===== config.mk =====
export PLATFORM = sky130hd
export DESIGN_NAME = repl_access_seq
export DESIGN_NICKNAME = d
export VERILOG_FILES = /design/src/rtl/repl_seq_pkg.sv /design/src/rtl/range_table.sv /design/src/rtl/prio_pick.sv /design/src/rtl/sem_timer.sv /design/src/rtl/seq_fsm.sv /design/src/rtl/repl_access_seq.sv
export SDC_FILE = /design/constraint.sdc
export NUM_CORES = 2
export LEC_CHECK = 0
export BUFFER_PORTS_ARGS = -buffer_cell sky130_fd_sc_hd__buf_2
export CAP_MARGIN = 20
export CORE_MARGIN = 2
export CORE_UTILIZATION = 25
export CTS_CLUSTER_DIAMETER = 150
export DETAILED_ROUTE_END_ITERATION = 10
export GPL_TIMING_DRIVEN = 0
export PLACE_DENSITY_LB_ADDON = 0.15
export SLEW_MARGIN = 15
export SYNTH_ARGS = -nofsm -noshare
export SYNTH_HDL_FRONTEND = slang
export SYNTH_SLANG_ARGS = --single-unit

===== constraint.sdc =====
create_clock -name clk -period 3.2 [get_ports clk]
set_clock_uncertainty 0.1 [all_clocks]
set_input_delay 0.96 -clock clk [delete_from_list [all_inputs] [get_ports clk]]
set_output_delay 0.96 -clock clk [all_outputs]
set_load 0.01 [all_outputs]

===== src/rtl/repl_seq_pkg.sv =====
package repl_seq_pkg;

  typedef enum logic [1:0] {
    KIND_READ = 2'd0,
    KIND_UWR  = 2'd1,
    KIND_MWR  = 2'd2,
    KIND_RSV  = 2'd3
  } req_kind_e;

  typedef enum logic [2:0] {
    ST_IDLE,
    ST_SEM,
    ST_SEL,
    ST_ACC,
    ST_RESTORE,
    ST_REL,
    ST_DIRECT,
    ST_RSP
  } seq_state_e;

endpackage


===== src/rtl/range_table.sv =====
module range_table #(
  parameter int NT = 4,
  parameter int NE = 8,
  parameter int AW = 24,
  localparam int TW = (NT > 1) ? $clog2(NT) : 1,
  localparam int SW = (NE > 1) ? $clog2(NE) : 1
) (
  input  logic          clk,
  input  logic          rst_n,
  input  logic          cfg_we,
  input  logic [TW-1:0] cfg_type,
  input  logic [SW-1:0] cfg_slot,
  input  logic [AW-1:0] cfg_lo,
  input  logic [AW-1:0] cfg_hi,
  input  logic          cfg_en,
  input  logic [AW-1:0] look_addr,
  output logic [NT-1:0] type_hit
);

  for (genvar t = 0; t < NT; t++) begin : g_type
    logic [NE-1:0] ent_hit;
    for (genvar e = 0; e < NE; e++) begin : g_ent
      logic [AW-1:0] lo_q, hi_q;
      logic          en_q;
      logic          wr_en;
      assign wr_en = cfg_we && (cfg_type == TW'(t)) && (cfg_slot == SW'(e));
      always_ff @(posedge clk or negedge rst_n) begin
        if (!rst_n) begin
          lo_q <= '0;
          hi_q <= '0;
          en_q <= 1'b0;
        end else if (wr_en) begin
          lo_q <= cfg_lo;
          hi_q <= cfg_hi;
          en_q <= cfg_en;
        end
      end
      assign ent_hit[e] = en_q && (look_addr >= lo_q) && (look_addr <= hi_q);
    end
    assign type_hit[t] = |ent_hit;
  end

endmodule


===== src/rtl/prio_pick.sv =====
module prio_pick #(
  parameter int NT = 4,
  parameter int GW = 4,
  parameter int IW = 4
) (
  input  logic [NT-1:0]    type_hit,
  input  logic [NT*GW-1:0] tgt_group,
  input  logic [NT*IW-1:0] tgt_inst,
  output logic             is_direct,
  output logic             no_match,
  output logic [GW-1:0]    pick_group,
  output logic [IW-1:0]    pick_inst
);

  logic any_steered;

  always_comb begin
    any_steered = 1'b0;
    pick_group  = '0;
    pick_inst   = '0;
    // walk from high to low so the lowest matching type is assigned last
    for (int t = NT - 2; t >= 0; t--) begin
      if (type_hit[t]) begin
        any_steered = 1'b1;
        pick_group  = tgt_group[t*GW +: GW];
        pick_inst   = tgt_inst[t*IW +: IW];
      end
    end
    is_direct = type_hit[NT-1] && !any_steered;
    no_match  = ~|type_hit;
  end

endmodule


===== src/rtl/sem_timer.sv =====
module sem_timer #(
  parameter int CLK_MHZ = 200,
  parameter int SEM_US  = 10,
  localparam int LIMIT = CLK_MHZ * SEM_US,
  localparam int CW    = $clog2(LIMIT + 1)
) (
  input  logic clk,
  input  logic rst_n,
  input  logic clr,
  input  logic run,
  output logic expired
);

  logic [CW-1:0] cnt_q, cnt_d;
  logic          cnt_en;

  assign expired = (cnt_q == CW'(LIMIT));
  assign cnt_en  = clr || (run && !expired);

  always_comb begin
    if (clr) cnt_d = '0;
    else     cnt_d = cnt_q + CW'(1);
  end

  always_ff @(posedge clk or negedge rst_n) begin
    if (!rst_n)      cnt_q <= '0;
    else if (cnt_en) cnt_q <= cnt_d;
  end

endmodule


===== src/rtl/seq_fsm.sv =====
module seq_fsm
  import repl_seq_pkg::*;
#(
  parameter int AW       = 24,
  parameter int DW       = 32,
  parameter int GW       = 4,
  parameter int IW       = 4,
  parameter int CLK_MHZ  = 200,
  parameter int SEM_US   = 10,
  parameter logic [AW-1:0] SEM_ADDR = 24'h000FD0,
  parameter logic [AW-1:0] SEL_ADDR = 24'h000FDC
) (
  input  logic          clk,
  input  logic          rst_n,
  input  logic          req_valid,
  output logic          req_ready,
  input  logic [1:0]    req_kind,
  input  logic [AW-1:0] req_addr,
  input  logic [DW-1:0] req_wdata,
  input  logic          look_direct,
  input  logic          look_none,
  input  logic [GW-1:0] look_group,
  input  logic [IW-1:0] look_inst,
  output logic          rsp_valid,
  output logic [DW-1:0] rsp_rdata,
  output logic          rsp_warn,
  output logic          rsp_timeout,
  output logic          bus_req,
  output logic          bus_we,
  output logic [AW-1:0] bus_addr,
  output logic [DW-1:0] bus_wdata,
  input  logic          bus_ack,
  input  logic [DW-1:0] bus_rdata
);

  seq_state_e    st_q, st_d;
  req_kind_e     kind_q;
  logic [AW-1:0] addr_q;
  logic [DW-1:0] wdata_q, rdata_q;
  logic [GW-1:0] grp_q;
  logic [IW-1:0] inst_q;
  logic          warn_q, to_q;

  logic accept, is_rd, sem_granted, sem_expired, to_set, rd_cap, done;
  logic [DW-1:0] sel_val, mc_only;

  assign accept      = req_valid && (st_q == ST_IDLE);
  assign is_rd       = (kind_q != KIND_UWR) && (kind_q != KIND_MWR);
  assign done        = bus_req && bus_ack;
  assign sem_granted = (bus_rdata == DW'(1));

  sem_timer #(.CLK_MHZ(CLK_MHZ), .SEM_US(SEM_US)) timer_i (
    .clk     (clk),
    .rst_n   (rst_n),
    .clr     (accept),
    .run     (st_q == ST_SEM),
    .expired (sem_expired)
  );

  always_comb begin
    mc_only         = '0;
    mc_only[DW-1]   = 1'b1;
    sel_val         = '0;
    sel_val[DW-1]   = is_rd;
    sel_val[IW +: GW] = grp_q;
    sel_val[IW-1:0] = inst_q;
  end

  // next-state process
  always_comb begin
    st_d   = st_q;
    to_set = 1'b0;
    rd_cap = 1'b0;
    unique case (st_q)
      ST_IDLE: if (accept) st_d = look_direct ? ST_DIRECT : ST_SEM;
      ST_SEM: if (done) begin
        if (sem_granted || sem_expired) begin
          to_set = !sem_granted;
          st_d   = (kind_q == KIND_MWR) ? ST_ACC : ST_SEL;
        end
      end
      ST_SEL: if (done) st_d = ST_ACC;
      ST_ACC: if (done) begin
        rd_cap = is_rd;
        st_d   = (kind_q == KIND_UWR) ? ST_RESTORE : ST_REL;
      end
      ST_RESTORE: if (done) st_d = ST_REL;
      ST_REL:     if (done) st_d = ST_RSP;
      ST_DIRECT: if (done) begin
        rd_cap = is_rd;
        st_d   = ST_RSP;
      end
      ST_RSP:  st_d = ST_IDLE;
      default: st_d = ST_IDLE;
    endcase
  end

  // register process
  always_ff @(posedge clk or negedge rst_n) begin
    if (!rst_n) begin
      st_q    <= ST_IDLE;
      kind_q  <= KIND_READ;
      addr_q  <= '0;
      wdata_q <= '0;
      grp_q   <= '0;
      inst_q  <= '0;
      warn_q  <= 1'b0;
      to_q    <= 1'b0;
      rdata_q <= '0;
    end else begin
      st_q <= st_d;
      if (accept) begin
        kind_q  <= req_kind_e'(req_kind);
        addr_q  <= req_addr;
        wdata_q <= req_wdata;
        grp_q   <= look_none ? '0 : look_group;
        inst_q  <= look_none ? '0 : look_inst;
        warn_q  <= look_none;
        to_q    <= 1'b0;
        rdata_q <= '0;
      end
      if (to_set) to_q <= 1'b1;
      if (rd_cap) rdata_q <= bus_rdata;
    end
  end

  // bus drive
  always_comb begin
    bus_req   = 1'b0;
    bus_we    = 1'b0;
    bus_addr  = addr_q;
    bus_wdata = wdata_q;
    unique case (st_q)
      ST_SEM: begin
        bus_req = 1'b1; bus_addr = SEM_ADDR; bus_wdata = '0;
      end
      ST_SEL: begin
        bus_req = 1'b1; bus_we = 1'b1; bus_addr = SEL_ADDR; bus_wdata = sel_val;
      end
      ST_RESTORE: begin
        bus_req = 1'b1; bus_we = 1'b1; bus_addr = SEL_ADDR; bus_wdata = mc_only;
      end
      ST_REL: begin
        bus_req = 1'b1; bus_we = 1'b1; bus_addr = SEM_ADDR; bus_wdata = DW'(1);
      end
      ST_ACC, ST_DIRECT: begin
        bus_req = 1'b1; bus_we = !is_rd;
      end
      default: ;
    endcase
  end

  assign req_ready   = (st_q == ST_IDLE);
  assign rsp_valid   = (st_q == ST_RSP);
  assign rsp_rdata   = rdata_q;
  assign rsp_warn    = rsp_valid && warn_q;
  assign rsp_timeout = rsp_valid && to_q;

endmodule


===== src/rtl/repl_access_seq.sv =====
module repl_access_seq #(
  parameter int NT       = 4,
  parameter int NE       = 8,
  parameter int AW       = 24,
  parameter int DW       = 32,
  parameter int GW       = 4,
  parameter int IW       = 4,
  parameter int CLK_MHZ  = 200,
  parameter int SEM_US   = 10,
  parameter logic [AW-1:0] SEM_ADDR = 24'h000FD0,
  parameter logic [AW-1:0] SEL_ADDR = 24'h000FDC,
  localparam int TW = (NT > 1) ? $clog2(NT) : 1,
  localparam int SW = (NE > 1) ? $clog2(NE) : 1
) (
  input  logic             clk,
  input  logic             rst_n,
  input  logic             cfg_we,
  input  logic [TW-1:0]    cfg_type,
  input  logic [SW-1:0]    cfg_slot,
  input  logic [AW-1:0]    cfg_lo,
  input  logic [AW-1:0]    cfg_hi,
  input  logic             cfg_en,
  input  logic [NT*GW-1:0] tgt_group,
  input  logic [NT*IW-1:0] tgt_inst,
  input  logic             req_valid,
  output logic             req_ready,
  input  logic [1:0]       req_kind,
  input  logic [AW-1:0]    req_addr,
  input  logic [DW-1:0]    req_wdata,
  output logic             rsp_valid,
  output logic [DW-1:0]    rsp_rdata,
  output logic             rsp_warn,
  output logic             rsp_timeout,
  output logic             bus_req,
  output logic             bus_we,
  output logic [AW-1:0]    bus_addr,
  output logic [DW-1:0]    bus_wdata,
  input  logic             bus_ack,
  input  logic [DW-1:0]    bus_rdata
);

  logic [NT-1:0] type_hit;
  logic          look_direct, look_none;
  logic [GW-1:0] look_group;
  logic [IW-1:0] look_inst;

  range_table #(.NT(NT), .NE(NE), .AW(AW)) table_i (
    .clk       (clk),
    .rst_n     (rst_n),
    .cfg_we    (cfg_we),
    .cfg_type  (cfg_type),
    .cfg_slot  (cfg_slot),
    .cfg_lo    (cfg_lo),
    .cfg_hi    (cfg_hi),
    .cfg_en    (cfg_en),
    .look_addr (req_addr),
    .type_hit  (type_hit)
  );

  prio_pick #(.NT(NT), .GW(GW), .IW(IW)) pick_i (
    .type_hit   (type_hit),
    .tgt_group  (tgt_group),
    .tgt_inst   (tgt_inst),
    .is_direct  (look_direct),
    .no_match   (look_none),
    .pick_group (look_group),
    .pick_inst  (look_inst)
  );

  seq_fsm #(
    .AW(AW), .DW(DW), .GW(GW), .IW(IW), .CLK_MHZ(CLK_MHZ), .SEM_US(SEM_US),
    .SEM_ADDR(SEM_ADDR), .SEL_ADDR(SEL_ADDR)
  ) fsm_i (
    .clk         (clk),
    .rst_n       (rst_n),
    .req_valid   (req_valid),
    .req_ready   (req_ready),
    .req_kind    (req_kind),
    .req_addr    (req_addr),
    .req_wdata   (req_wdata),
    .look_direct (look_direct),
    .look_none   (look_none),
    .look_group  (look_group),
    .look_inst   (look_inst),
    .rsp_valid   (rsp_valid),
    .rsp_rdata   (rsp_rdata),
    .rsp_warn    (rsp_warn),
    .rsp_timeout (rsp_timeout),
    .bus_req     (bus_req),
    .bus_we      (bus_we),
    .bus_addr    (bus_addr),
    .bus_wdata   (bus_wdata),
    .bus_ack     (bus_ack),
    .bus_rdata   (bus_rdata)
  );

endmodule


======== Yosys cells after proc, flatten, opt, wreduce, memory -nomap -nowiden ========
Cells that the tools add are included.
cells by class
  reduce and logical (&&, ||, !) cells .... 131
  equal/unequal tests ..................... 30
  add/subtract/negate cells ............... 1
  muxes and demuxes ....................... 36
  order comparisons ....................... 64
operators with widths
  cell                                                   number
  >= comparator 24 bit                                   32
  less-or-equal comparator 24 bit                        32
  one-hot mux 32 bit (4 select lines)                    1
  logical AND 1 bit                                      107
  2-to-1 mux 32 bit                                      2
  one-hot mux 24 bit (2 select lines)                    1
  equality test 32 x 1 -> 1 bit, second input constant   1
  2-to-1 mux 4 bit                                       8
  OR reduction 32 bit                                    1
  OR reduction 8 bit                                     4
  equality test 3 bit, second input constant             8
  2-to-1 mux 3 bit                                       8
  one-hot mux 3 bit (7 select lines)                     1
  inequality test 2 x 1 -> 1 bit, second input constant  8
  2-to-1 mux 1 bit                                       13
  equality test 3 x 2 -> 1 bit, second input constant    4
  adder 11 x 1 -> 11 bit, second input constant          1
  equality test 11 bit, second input constant            1
  2-to-1 mux 11 bit                                      1
  OR reduction 2 bit                                     4
  AND reduction 7 bit                                    1
  equality test 2 bit, second input constant             3
  equality test 3 x 1 -> 1 bit, second input constant    2
  zero test 3 bit                                        2
  other kinds (9)                                        16
word-level totals
  output and inout port bits .............. 94
  register bits ........................... 1682
  input port bits ......................... 181
  word-level logic and storage cells ...... 368

======== Depth between registers and ports, before layout ========
  word-level depth ........................ 12
  depth in mapped cells ................... 13
  depth with buffers taken out ............ 12

======== Cells and area by module ========
From an unflattened synthesis, not the netlist that was laid out.
unflattened totals
  cells, all modules ...................... 10190
  area total of the unflattened synthesis .. 99922.1 µm²
by module, submodules not included
  module       times used  area each (µm²)  cells each  sequential area each (µm²)
  range_table  1           94295.4          9586        39237.6
  seq_fsm      1           4697.0           503         2577.5
  sem_timer    1           624.3            64          275.3
  prio_pick    1           305.3            37          0.0

======== Worst setup path before layout ========
No wires, ideal clock.
  kind .................................... input -> register
  start point ............................. input port req_addr[0]
  end point ............................... register fsm_i.st_q[0]
  stages on the path ...................... 12
  path buffers ............................ 0
  setup time .............................. 0.137 ns
  path slack .............................. -1.697 ns
  data arrival time ....................... 4.660 ns
  path through ............................ inv_1 -> ha_1 -> nand2b_4 -> a211oi_2 -> o211ai_1 -> a2111oi_1 -> o41a_2 -> o22ai_1 -> or4_4 -> and4bb_1 -> and4b_1 -> a211oi_1
between the ends
  word-level cells in the longest chain between the ends .. 12
RTL lines
  element                               RTL line               text
  start, declared                       repl_access_seq.sv:28  input logic [AW-1:0] req_addr,
  >= comparator 24 bit                  range_table.sv:38      assign ent_hit[e] = en_q && (look_addr >= lo_q) && (look_addr <= hi_q);
  logical AND 1 bit (2 in a row)        range_table.sv:38
  OR reduction 8 bit                    range_table.sv:40      assign type_hit[t] = |ent_hit;
  2-to-1 mux 1 bit (3 in a row)         prio_pick.sv:23        if (type_hit[t]) begin
  zero test 1 bit                       prio_pick.sv:29        is_direct = type_hit[NT-1] && !any_steered;
  logical AND 1 bit *                   prio_pick.sv:29
  2-to-1 mux 3 bit * (2 in a row)       seq_fsm.sv:75          ST_IDLE: if (accept) st_d = look_direct ? ST_DIRECT : ST_SEM;
  one-hot mux 3 bit (7 select lines) *  seq_fsm.sv:74          unique case (st_q)
  end signal, assigned                  seq_fsm.sv:111         st_q <= st_d;
  end, declared                         seq_fsm.sv:36          seq_state_e st_q, st_d;
Mark *: on every way between the ends. The rest lies on a longest branch, timed or not. The select of a mux whose other input is x is not followed.
A chain may end at the register's enable or synchronous reset.

======== Worst setup path after layout ========
  start point ............................. input port req_addr[15]
  end point ............................... register fsm_i.grp_q[2]
between the ends
  word-level cells in the longest chain between the ends .. 8
RTL lines
  element                         RTL line           text
  >= comparator 24 bit            range_table.sv:38
  logical AND 1 bit (2 in a row)  range_table.sv:38
  OR reduction 8 bit              range_table.sv:40
  2-to-1 mux 4 bit (3 in a row)   prio_pick.sv:23
  2-to-1 mux 4 bit *              seq_fsm.sv:116     grp_q <= look_none ? '0 : look_group;
  end signal, assigned            seq_fsm.sv:116
  end, declared                   seq_fsm.sv:40      logic [GW-1:0] grp_q;
Mark *: on every way between the ends. The rest lies on a longest branch, timed or not.

==> run summary <==
CP peak stage delay: 0.37 ns
EDFF count, synth: 0
Place WS: -3.46 ns
Asr flop ratio synth: 100%
Worst reg2reg startpoint: table_i.g_type[2].g_ent[2].hi_q[17]
Leak pwr: 58.1 nW
Outcome: finished with violations
CTS tree: yes
Max-Cap Viols: 0
Final WL: 427 mm
Worst setup path category: in -> reg
Final period utilization: 123%
Synthesis-stage register bit count: 1682
DRC Markers: 0
CP startpoint: req_addr[15]
H-tree depth: 4
Via Count: 79800
Final Critical Period: 3.95 ns
Global-route wire length before repair: 594 mm
Clk sinks: 1682
I/O pins: 275
Unrepaired setup endpoints after global routing: yes
Warnings, synthesis: 0
Setup crit end kind: flip-flop
Vias in the first global route: 80200
Reg clk slew, reported paths: 0.06 ns
PortBufs: 266
Gr ovfl total: 0
Antenna-violating nets left: 0
Clk_lat worst skew: 0.95 ns
Worst path depth: 14
Final setup viols: 70
Iter 0 DRT Violations: 5430
# rows: 232
Die extent in y: 636 microns
Setup_tns: -17.96 ns
Failing checks: setup timing
Worst EP required: 3.94 ns
Layout cell share with drive strength beyond 1: 17.8%
DIE AREA: 405000 sq um
Initial cell density of the core: 25.1%
Final std cells w/o fill: 16400
Top-area cell type share of the netlist area: 42.1%
CP max-delay cell: buf_16
Max Clock Freq: 253 MHz
Area growth syn-to-layout: 21.7%
Max FO, Critical Path: 31
Syn Inst Count: 10200
Worst setup margin: -0.746 ns
CTS buffer count: 217
Core area: 399000 sq um
Worst hold path class: in -> async
Tot GR Track Use: 20.4%
Mapped Area: 100000 sq um
Final Hold Viols: 0
Reg-to-reg slack, setup: -0.66 ns
Antenna violations before repair: 76
Pwr Density: 637 nW/um^2
Nets: 12700
Largest net degree at the start of global routing: 131
Synth top area cells: dfrtp_1 (42%), ha_1 (19%), mux2_2 (9.3%)
Cells along the critical path: buf_16 > buf_16 > ha_1 > nand4_1 > nor4_1 > inv_1 > o211a_1 > o21ai_4 > o32ai_2 > nor4_4 > buf_8 > and4b_1 > buf_6 > a211o_1
GP Congestion: 0.818
Cells after DPL: 15800
CP arrival: 4.68 ns
Sequential element share of the synthesized area: 42.1%
Worst setup endpoint: fsm_i.grp_q[2]
DRT Pass-1 Iters: 7
Max IR drop VDD: 480 uV
Ys flop type: dfrtp_1
Slew Limit Headroom: 16.3%
Post-synth cell types: 84
Worst reg2reg path endpoint: fsm_i.grp_q[2]
Final core occ: 30.5%
Crit path launch type: primary input
Syn_nets: 11900
Reg2Reg Depth: 13
Synthesized area per cell: 9.79 sq um
Dpl hpwl: 266 mm
Largest area contributor in the netlist: dfrtp_1
Final Slew Violations: 0
Die width: 636 microns
CP dominant cell by count: buf_16
Wire length per cell: 26.0 microns
Fillers: 41300
DR vias/cell: 4.86
Crit-path leading delay family: buffers and inverters
CTS max path bufs: 4
Least-Margin Pin Slew: 1.26 ns
Worst Path Buf+Inv: 5
Clock root cell: clkbuf_16
==> how the worst min path moves through the flow <==
stage	startpoint	slack (ns)	to
after floorplan	fsm_i.addr_q[12]	0.34	fsm_i.addr_q[12]
after global placement	fsm_i.wdata_q[24]	0.35	fsm_i.wdata_q[24]
after detailed placement	fsm_i.wdata_q[10]	0.35	fsm_i.wdata_q[10]
after CTS	rst_n	-0.15	table_i.g_type[0].g_ent[0].hi_q[20]
after global routing	rst_n	0.03	table_i.g_type[0].g_ent[1].hi_q[23]
final	rst_n	0.04	table_i.g_type[0].g_ent[1].hi_q[23]
==> cells by family after synthesis <==
kind of cell             after synthesis  share of synthesized area (%)
multiplexers                         829                           9.34
buffers and inverters               1926                           7.24
AO/OA/AOI/OAI                       2064                           12.0
adder cells (fa/ha/maj)             1540                           19.3
AND/OR/NAND/NOR                     2156                           9.91
flip-flops                          1682                           42.1
XOR/XNOR                              13                          0.114
==> cells in the final DEF (no fill, tap or decap), types with 19 or more instances in the layout <==
cell type / instances
diode_2: 24
nor2_1: 155
buf_4: 106
buf_8: 19
o21ai_0: 923
nor2b_1: 84
a21o_1: 153
clkbuf_16: 233
bufbuf_16: 29
a211oi_1: 71
o21a_1: 21
nand3_1: 157
buf_2: 219
nand4_1: 262
buf_1: 22
a21boi_0: 20
clkbuf_1: 383
buf_12: 37
clkinv_2: 34
a22o_1: 38
a211o_1: 20
buf_16: 63
ha_1: 1526
a221oi_1: 25
buf_6: 60
clkbuf_2: 63
nand2_1: 1220
mux2_2: 828
and3_1: 23
clkbuf_8: 62
nor4_1: 32
inv_1: 1495
dfrtp_1: 1679
nand2b_1: 25
nor3_1: 45
o211ai_1: 55
a21oi_1: 521
==> worst reg2reg max path: cells and delay by family (launching register included) <==
| kind | cells | cell delay (ns) |
|---|---|---|
| buffers and inverters | 3 | 0.44 |
| AO/OA/AOI/OAI | 4 | 1.37 |
| adder cells (fa/ha/maj) | 1 | 0.27 |
| AND/OR/NAND/NOR | 5 | 1.25 |
| flip-flops | 1 | 0.35 |
==> where the power goes <==
group          total [mW]  internal (mW)  switching, mW
sequential           28.2           26.1           2.03
combinational        24.4           10.6           13.8
clock                24.9           14.5           10.4
==> final cells by class <==
type                       instances  area (sq um)  area share (%)
timing repair buffer             534          6380            5.25
clock inverter                    50           462           0.379
inverter                        1501          5640            4.64
buffer                           421          1820            1.50
multi-input combinational       6602         52000            42.8
antenna                           24          60.1          0.0494
tap                             5265          6590            5.41
sequential                      1682         42100            34.6
clock buffer                     341          6580            5.41
==> stage by stage <==
stage	total power, mW	hold slack (ns)	instance area, sq um
2_1_floorplan	42.1	0.338	100000
3_3_place_gp	49.3	0.351	108000
3_5_place_dp	50.1	0.355	110000
4_1_cts	77.7	-0.155	121000
5_1_grt	82.6	0.0347	122000
6_report	77.5	0.0377	122000
==> registers in the layout, summed over array words and instances, names as in the netlist <==
name and cells:
table_i.g_type.g_ent.hi_q 768, table_i.g_type.g_ent.lo_q 768, fsm_i.rsp_rdata 32, fsm_i.wdata_q 32, table_i.g_type.g_ent.en_q 32, fsm_i.addr_q 24
fsm_i.timer_i.cnt_q 11, fsm_i.grp_q 4, fsm_i.inst_q 4, fsm_i.st_q 3, fsm_i.kind_q 2, fsm_i.to_q 1
fsm_i.warn_q 1
==> Yosys cell counts, drive strengths merged, types with 22 or more instances <==
master   number
a2111oi      23
a211o        22
a211oi       84
a21o        153
a21oi       531
a221oi       28
a22o         39
and3         30
buf          24
clkbuf      401
dfrtp      1682
ha         1540
inv        1501
mux2        828
nand2      1236
nand2b       28
nand3       157
nand4       263
nor2        165
nor2b        92
nor3         51
nor4         51
o211ai       55
o21ai       951
o31ai        22
==> repair_timing <==
action / 4_1_cts / 5_1_grt
hold endpoints to repair: 93 / 56
pin swaps: 85 / 35
gates resized for setup: 316 / 113
gates cloned: 40 / 6
buffers inserted: 113 / 33
endpoints found under the setup margin: 229 / 137
==> routing by layer <==
layer	wire length (microns)	global-route usage, %	vias up
met5	75	0	-
met4	22100	9.15	10
met3	18200	2.37	720
met2	200000	34.3	1952
met1	186000	26.4	40400
li1	-	-	36700
No activity file was read; power rests on OpenSTA's default activity.
